[src/rtl/hdlc_rx_pkg.sv]
package hdlc_rx_pkg;
  localparam logic [15:0] CRC_PRESET = 16'hFFFF;
  localparam logic [15:0] CRC_GOOD   = 16'hF0B8;
  localparam logic [15:0] CRC_POLY_R = 16'h8408;
  localparam int          BYTE_W     = 8;

  typedef struct packed {
    logic              enable;
    logic              addrMatch;
    logic              crcCheck;
    logic [BYTE_W-1:0] addrPri;
    logic [BYTE_W-1:0] addrSec;
  } rxCfg_t;

  typedef struct packed {
    logic              wrEn;
    logic              wrEop;
    logic              wrBad;
    logic [BYTE_W-1:0] wrData;
  } rxStrobe_t;

  // byte-wide update of the reflected CCITT checksum
  function automatic logic [15:0] crcStep(input logic [15:0] c, input logic [BYTE_W-1:0] d);
    logic [15:0] r;
    r = c ^ {8'h00, d};
    for (int i = 0; i < BYTE_W; i++) r = r[0] ? ((r >> 1) ^ CRC_POLY_R) : (r >> 1);
    return r;
  endfunction
endpackage

[src/rtl/hdlc_rx_ctrl.sv]
module hdlc_rx_ctrl
  import hdlc_rx_pkg::*;
#(
  parameter int HOLD_BYTES = 3
) (
  input  logic      clk,
  input  logic      rstN,
  input  logic      rxBit,
  input  logic      rxEn,
  input  rxCfg_t    cfg,
  output rxStrobe_t strb
);
  localparam int HCNT_W = $clog2(HOLD_BYTES + 1);

  logic              hunting;
  logic [2:0]        ones;
  logic [BYTE_W-1:0] shiftReg;
  logic [2:0]        bitCnt;
  logic [BYTE_W-1:0] held [HOLD_BYTES+1];
  logic [HCNT_W-1:0] heldCnt;
  logic              firstDone, accept;
  logic [15:0]       crc;

  logic isAbort, isFlag, isData, closeFrame, frameBad, addrOk;
  logic [BYTE_W-1:0] nextShift;

  always_comb begin
    isAbort    = rxBit && (ones >= 3'd6);
    isFlag     = !rxBit && (ones == 3'd6);
    isData     = !hunting && (rxBit ? (ones < 3'd5) : (ones != 3'd5 && ones != 3'd6));
    closeFrame = !hunting && (isAbort || isFlag);
    frameBad   = isAbort || (bitCnt != 3'd6) || (cfg.crcCheck && crc != CRC_GOOD);
    nextShift  = {rxBit, shiftReg[BYTE_W-1:1]};
    addrOk     = !cfg.addrMatch || nextShift == cfg.addrPri || nextShift == cfg.addrSec;
  end

  always_ff @(posedge clk) begin
    if (!rstN) begin
      hunting   <= 1'b1;
      ones      <= '0;
      shiftReg  <= '0;
      bitCnt    <= '0;
      heldCnt   <= '0;
      firstDone <= 1'b0;
      accept    <= 1'b0;
      crc       <= CRC_PRESET;
      strb      <= '0;
      for (int i = 0; i <= HOLD_BYTES; i++) held[i] <= '0;
    end else begin
      strb <= '0;
      if (!cfg.enable) begin
        hunting <= 1'b1;
        ones    <= '0;
      end else if (rxEn) begin
        if (rxBit) ones <= (ones == 3'd7) ? 3'd7 : ones + 3'd1;
        else       ones <= '0;
        if (closeFrame && heldCnt == HCNT_W'(HOLD_BYTES) && accept) begin
          strb.wrEn   <= 1'b1;
          strb.wrEop  <= 1'b1;
          strb.wrBad  <= frameBad;
          strb.wrData <= held[0];
        end
        if (isAbort) begin
          hunting <= 1'b1;
        end else if (isFlag) begin
          hunting   <= 1'b0;
          bitCnt    <= '0;
          heldCnt   <= '0;
          firstDone <= 1'b0;
          accept    <= 1'b0;
          crc       <= CRC_PRESET;
        end else if (isData) begin
          shiftReg <= nextShift;
          bitCnt   <= bitCnt + 3'd1;
          if (bitCnt == 3'd7) begin
            crc <= crcStep(crc, nextShift);
            if (!firstDone) begin
              firstDone <= 1'b1;
              accept    <= addrOk;
            end
            if (heldCnt == HCNT_W'(HOLD_BYTES)) begin
              strb.wrEn   <= accept;
              strb.wrData <= held[0];
              for (int i = 0; i < HOLD_BYTES - 1; i++) held[i] <= held[i+1];
              held[HOLD_BYTES-1] <= nextShift;
            end else begin
              held[heldCnt] <= nextShift;
              heldCnt       <= heldCnt + 1'b1;
            end
          end
        end
      end
    end
  end
endmodule

[src/rtl/hdlc_rx_dpath.sv]
module hdlc_rx_dpath
  import hdlc_rx_pkg::*;
#(
  parameter int DEPTH = 128,
  parameter int TH_W  = 7
) (
  input  logic                         clk,
  input  logic                         rstN,
  input  logic [1:0]                   hostAddr,
  input  logic                         hostWr,
  input  logic [BYTE_W-1:0]            hostWrData,
  input  logic                         hostRd,
  output logic [BYTE_W-1:0]            hostRdData,
  input  rxStrobe_t                    strb,
  output rxCfg_t                       cfg,
  output logic                         irq,
  output logic [$clog2(DEPTH+1)-1:0]   fifoCount,
  output logic                         ovfFlag
);
  localparam int PTR_W = $clog2(DEPTH);
  localparam int CNT_W = $clog2(DEPTH + 1);
  localparam int ENT_W = BYTE_W + 2;

  logic [ENT_W-1:0] mem [DEPTH];
  logic [PTR_W-1:0] wrPtr, rdPtr;
  logic             intEn;
  logic [TH_W-1:0]  thresh;
  logic             full, push, pop, statusRd;
  logic [ENT_W-1:0] head;
  logic [BYTE_W-1:0] statusByte;

  always_comb begin
    full       = (fifoCount == CNT_W'(DEPTH));
    push       = strb.wrEn && !full;
    pop        = hostRd && hostAddr == 2'd1 && fifoCount != '0;
    statusRd   = hostRd && hostAddr == 2'd0;
    head       = mem[rdPtr];
    statusByte = {4'b0, ovfFlag, head[ENT_W-1] && fifoCount != '0,
                  head[ENT_W-2] && fifoCount != '0, fifoCount != '0};
    irq        = intEn && (32'(fifoCount) > 32'(thresh));
    case (hostAddr)
      2'd0:    hostRdData = statusByte;
      2'd1:    hostRdData = (fifoCount != '0) ? head[BYTE_W-1:0] : '0;
      2'd2:    hostRdData = cfg.addrPri;
      default: hostRdData = cfg.addrSec;
    endcase
  end

  always_ff @(posedge clk) begin
    if (push) mem[wrPtr] <= {strb.wrBad, strb.wrEop, strb.wrData};
  end

  always_ff @(posedge clk) begin
    if (!rstN) begin
      cfg       <= '0;
      intEn     <= 1'b0;
      thresh    <= '0;
      wrPtr     <= '0;
      rdPtr     <= '0;
      fifoCount <= '0;
      ovfFlag   <= 1'b0;
    end else begin
      if (hostWr) begin
        case (hostAddr)
          2'd0: begin
            cfg.enable    <= hostWrData[0];
            cfg.addrMatch <= hostWrData[1];
            cfg.crcCheck  <= hostWrData[2];
          end
          2'd1: begin
            intEn  <= hostWrData[7];
            thresh <= hostWrData[TH_W-1:0];
          end
          2'd2:    cfg.addrPri <= hostWrData;
          default: cfg.addrSec <= hostWrData;
        endcase
      end
      if (push) wrPtr <= (wrPtr == PTR_W'(DEPTH - 1)) ? '0 : wrPtr + 1'b1;
      if (pop)  rdPtr <= (rdPtr == PTR_W'(DEPTH - 1)) ? '0 : rdPtr + 1'b1;
      case ({push, pop})
        2'b10:   fifoCount <= fifoCount + 1'b1;
        2'b01:   fifoCount <= fifoCount - 1'b1;
        default: fifoCount <= fifoCount;
      endcase
      if (strb.wrEn && full) ovfFlag <= 1'b1;
      else if (statusRd)     ovfFlag <= 1'b0;
    end
  end
endmodule

[src/rtl/hdlc_addr_rx.sv]
module hdlc_addr_rx
  import hdlc_rx_pkg::*;
#(
  parameter int FIFO_DEPTH = 128
) (
  input  logic       clk,
  input  logic       rstN,
  input  logic       rxBit,
  input  logic       rxEn,
  input  logic [1:0] hostAddr,
  input  logic       hostWr,
  input  logic [7:0] hostWrData,
  input  logic       hostRd,
  output logic [7:0] hostRdData,
  output logic       irq
);
  localparam int CNT_W = $clog2(FIFO_DEPTH + 1);

  rxCfg_t           cfg;
  rxStrobe_t        strb;
  logic [CNT_W-1:0] fifoCount;
  logic             ovfFlag;

  hdlc_rx_ctrl #(.HOLD_BYTES(3)) ctrl_i (
    .clk(clk), .rstN(rstN), .rxBit(rxBit), .rxEn(rxEn), .cfg(cfg), .strb(strb)
  );

  hdlc_rx_dpath #(.DEPTH(FIFO_DEPTH), .TH_W(7)) dpath_i (
    .clk(clk), .rstN(rstN), .hostAddr(hostAddr), .hostWr(hostWr),
    .hostWrData(hostWrData), .hostRd(hostRd), .hostRdData(hostRdData),
    .strb(strb), .cfg(cfg), .irq(irq), .fifoCount(fifoCount), .ovfFlag(ovfFlag)
  );
endmodule

[config.mk]
export PLATFORM = sky130hd
export DESIGN_NAME = hdlc_addr_rx
export DESIGN_NICKNAME = d
export VERILOG_FILES = /design/src/rtl/hdlc_rx_pkg.sv /design/src/rtl/hdlc_rx_ctrl.sv /design/src/rtl/hdlc_rx_dpath.sv /design/src/rtl/hdlc_addr_rx.sv
export SDC_FILE = /design/constraint.sdc
export NUM_CORES = 1
export LEC_CHECK = 0
export BUFFER_PORTS_ARGS = -buffer_cell sky130_fd_sc_hd__buf_2
export CELL_PAD_IN_SITES_DETAIL_PLACEMENT = 1
export CELL_PAD_IN_SITES_GLOBAL_PLACEMENT = 1
export CORE_ASPECT_RATIO = 1.2
export CORE_UTILIZATION = 40
export DETAILED_ROUTE_END_ITERATION = 12
export MAX_ROUTING_LAYER = met4
export PLACE_DENSITY_LB_ADDON = 0.1
export SETUP_SLACK_MARGIN = 0.15
export SYNTH_ARGS = -nofsm -noshare
export SYNTH_HDL_FRONTEND = slang
export SYNTH_HIERARCHICAL = 1
export SYNTH_SLANG_ARGS = --single-unit
export TNS_END_PERCENT = 1
[constraint.sdc]
create_clock -name clk -period 7.9 [get_ports clk]
set_clock_uncertainty 0.1 [all_clocks]
set_input_delay 0.395 -clock clk [delete_from_list [all_inputs] [get_ports clk]]
set_output_delay 0.395 -clock clk [all_outputs]
set_load 0.05 [all_outputs]
==> run summary <==
The max-capacitance violation count is 0. The Yosys step of the flow raised 6 warnings. The residual DRC count came out at 7. The largest fanout on the critical path came out at 40.

The number of gates resized after CTS came out at 0. Setup repair after global routing left no endpoint under its margin. The H-tree depth came out at 4. In this run the critical register-to-register path is launched from dpath_i/fifoCount[3]. The startpoint identified for the worst hold timing path is ctrl_i/held[0][0]. Ranked by total cell area, the synthesized netlist is headed by sky130_fd_sc_hd__edfxtp_1, sky130_fd_sc_hd__mux4_2, sky130_fd_sc_hd__dfxtp_1. The largest total area in the synthesized netlist belongs to sky130_fd_sc_hd__edfxtp_1.

After detailed placement, the design holds a cell count of 4,611. The number of sinks handled by clock tree synthesis is 1,406. The first detailed-routing pass ran for 9 iterations. The slew at the pin closest to its max-slew limit came out at 1338 ps. Signal routing reaches up to met4. The endpoint identified for the worst register-to-register timing path is dpath_i/mem[75][0].

The count of final hold-check violations came out at 0. The worst reg-to-reg setup slack came out at 3290 ps. The worst setup path is of the flip-flop to output port kind. At the end of routability-driven placement, the weighted congestion stood at 0.8420.

The total half-perimeter wirelength after legalization and detailed placement came out at 97.12 mm. The worst slack at placement came out at 3070 ps. In this run the cell area of the synthesized design comes to 55,720 sq um. In the synthesized netlist, the cells that appear most often are sky130_fd_sc_hd__edfxtp_1, sky130_fd_sc_hd__mux4_2, sky130_fd_sc_hd__nor2_1. The critical path required time is 7400 ps. The depth of the most critical reg-to-reg path is 8.

The final reports fail on design-rule violations. The worst setup path is captured at an output port. Setup violations remaining at the end of the flow were counted as 0. The peak per-stage delay on the critical path is 760 ps. The chip height came out at 410.9 um. The power density over cell area is 236.9 nW/um^2. The final routed wire length divided by cell count came out at 31.24 um. The clock period minus worst slack is 5687 ps. Data arrives at the worst endpoint at 5190 ps. The total wirelength of the detailed-routed design is 152.8 mm. The final route contains 28,100 vias. The cell count after synthesis came out at 2,879. The via count of the first global-routing pass came out at 29,730.

The worst setup slack after layout came out at 2213 ps. The post-CTS setup buffer count is 0. The global-route congestion overflow total came out at 0. The commonest register cell after synthesis is sky130_fd_sc_hd__edfxtp_1. The non-filler instance count after layout is 4,890. The standard cell with the maximum stage delay on the critical path is sky130_fd_sc_hd__inv_4. For this design the top-level I/O count stands at 25. Counting flops with an async set or reset pin after synthesis yields a share of 0%.

The netlist uses 73 different library cells. The final sum of negative setup slack came out at 0 ps. The post-place instance area came out at 57,920 sq um.

The initial core utilization came out at 40.45%. The type of element launching the critical path is a flip-flop. The ratio of cells with drive above 1 in the final layout came out at 21.51%.

The number of antenna violations at the first check in global routing is 3. The clock tree root driver cell is sky130_fd_sc_hd__clkbuf_16. Walking the worst path, the cells encountered are buf_4, inv_4, buf_4, mux4_2, mux2i_1, nor2_1, a311oi_1, o221ai_1, buf_2. sky130_fd_sc_hd__edfxtp_1 is the most common cell in the netlist. The initial DRC count is 2,413. The number of max-slew violations in the final report came to 0. The TritonCTS buffer count came out at 145.

The repair_antennas step left the layout with diodes totalling 0. The achievable clock frequency came out at 0.1758 GHz. Wire segments on met3 add up to 6.394 mm in the final route.

The hold-critical path depth came out at 1. In this run the worst hold path is classified as flip-flop to flip-flop. The area share of the leading cell type in the synthesized netlist is 70.27%.

In this run the tightest slew margin relative to its limit is 10.19%. The register clock-pin slew on the reported worst setup and hold paths came out at 60 ps. The maximum buffer depth of the clock tree came out at 3. The clock latency at the later pin of the worst-skew pair came out at 780 ps. The most numerous cell type found on the critical path is sky130_fd_sc_hd__buf_4. The finished cells cover 62,720 sq um. The area of the core came out at 137,800 sq um. The number of cell rows came out at 149. The count of nets left with antenna violations once routing finished came out at 0. The met2 layer wire length in the routed design came out at 80.30 mm.

The worst-case IR drop observed on VDD is 0.0002212 V. The fraction of the cycle the final worst path needs came out at 71.98%. The die area came out at 140,800 sq um.

For this block, wires on met1 add up to 62.41 mm. Entering global routing, the biggest net connects 106 pins. Across every metal layer, demand over resource in global routing totals 22.73%. The flow ran to the end, but the final reports show violations.

The area growth from synthesis to layout is 12.56%. Synthesis produced a netlist with a net count of 2,916. Counting flops with a built-in enable in the synthesized netlist gives 1,304. The via density per instance is 5.747. The first global-routing pass estimated 220.0 mm of wire. The mean area per synthesized cell is 19.36 sq um. In this run the static leakage power is 15.69 nW.

The number of I/O port buffers is 24. The worst hold path terminates at ctrl_i/strb[0]. The number of nets in the layout is 3,000. The die extent in x is 342.7 um. TritonCTS built the clock tree. The fraction of the yosys area taken by sequential cells came out at 73.94%. In this run, synthesis produced a sequential element count of 1,406.
-- sequential cells by signal (all words and copies together) (netlist names), 7 cells and up, named ones only --
signal / count
ctrl_i/strb: 11
dpath_i/fifoCount: 8
ctrl_i/held: 24
dpath_i/thresh: 7
dpath_i/mem: 1280
dpath_i/rdPtr: 7
dpath_i/wrPtr: 7
ctrl_i/crc: 16
dpath_i/cfg: 19
ctrl_i/shiftReg: 7
-- critical path, delay by kind of cell, from the launching register on --
family | cells | cell delay (ps)
flip-flops | 1 | 310
buffers and inverters | 4 | 2050
AND/OR/NAND/NOR | 1 | 70
multiplexers | 2 | 830
AO/OA/AOI/OAI | 2 | 1060
-- how the worst max path moves through the flow --
stage,endpoint,slack [ps],cells after the start
finish,hostRdData[1],2210,9
global placement,hostRdData[1],3040,9
global route,hostRdData[5],2020,9
CTS,hostRdData[5],2180,9
detailed placement,hostRdData[5],3070,9
floorplan,hostRdData[0],3290,8
-- repair_timing --
| item | CTS | global route |
|---|---|---|
| endpoints found under the setup margin | 0 | 0 |
| hold buffers | 17 | 0 |
| hold endpoints to repair | 41 | 0 |
-- per-stage QoR --
stage          utilization (%)  total power [mW]  hold WS, ps
2_1_floorplan                -             8.226        320.3
3_3_place_gp             42.04             8.247        335.0
3_5_place_dp             42.04             8.249        333.3
4_1_cts                  45.52             15.03        304.0
5_1_grt                  45.53             15.26        383.1
6_report                 45.53             14.86        357.6
-- layout by cell type, fill, tap and decap left out, types with 14 or more instances in the layout --
cell type,instances
sky130_fd_sc_hd__nand2_1,136
sky130_fd_sc_hd__o21ai_0,25
sky130_fd_sc_hd__nor2b_1,38
sky130_fd_sc_hd__o221ai_1,35
sky130_fd_sc_hd__buf_4,57
sky130_fd_sc_hd__dfxtp_1,88
sky130_fd_sc_hd__buf_2,24
sky130_fd_sc_hd__a21boi_0,19
sky130_fd_sc_hd__nand4_1,14
sky130_fd_sc_hd__mux4_2,337
sky130_fd_sc_hd__ha_1,21
sky130_fd_sc_hd__xor2_1,23
sky130_fd_sc_hd__clkinv_1,38
sky130_fd_sc_hd__nand3_1,52
sky130_fd_sc_hd__a21oi_1,35
sky130_fd_sc_hd__dlygate4sd3_1,17
sky130_fd_sc_hd__xnor2_1,32
sky130_fd_sc_hd__clkinv_2,14
sky130_fd_sc_hd__clkbuf_16,148
sky130_fd_sc_hd__edfxtp_1,1304
sky130_fd_sc_hd__inv_1,18
sky130_fd_sc_hd__mux2i_1,96
sky130_fd_sc_hd__nor2_1,167
sky130_fd_sc_hd__o22ai_1,37
sky130_fd_sc_hd__clkbuf_1,30
sky130_fd_sc_hd__and2_1,38
sky130_fd_sc_hd__a22o_1,18
-- logic make-up after synthesis --
family,Yosys count,synth area share (%)
adder cells (fa/ha/maj),21,0.4715
AND/OR/NAND/NOR,514,4.385
multiplexers,443,15.55
buffers and inverters,187,1.563
XOR/XNOR,55,0.8645
flip-flops,1406,73.94
AO/OA/AOI/OAI,253,3.233
-- cell type report --
class,instances,area [sq um]
Clock buffer,180,3844
Sequential cell,1406,41250
Clock inverter,82,777.0
Multi-Input combinational cell,1286,13680
Timing Repair Buffer,103,818.3
Fill cell,12700,75050
Tap cell,1812,2267
Inverter,21,81.33
-- report_power, final --
| part | total (mW) | switching (mW) | internal (mW) |
|---|---|---|---|
| Clock | 6.76 | 2.88 | 3.89 |
| Sequential | 8.02 | 0.00625 | 8.01 |
| Combinational | 0.0753 | 0.0466 | 0.0287 |
-- per-layer routing --
| layer | global-route usage (%) | vias up |
|---|---|---|
| met3 | 3.326 | 212 |
| met2 | 38.94 | 656 |
| li1 | - | 11870 |
| met4 | 6.235 | 0 |
| met5 | - | - |
| met1 | 28.05 | 15360 |
Note: power is estimated with default switching activity, not from simulation.
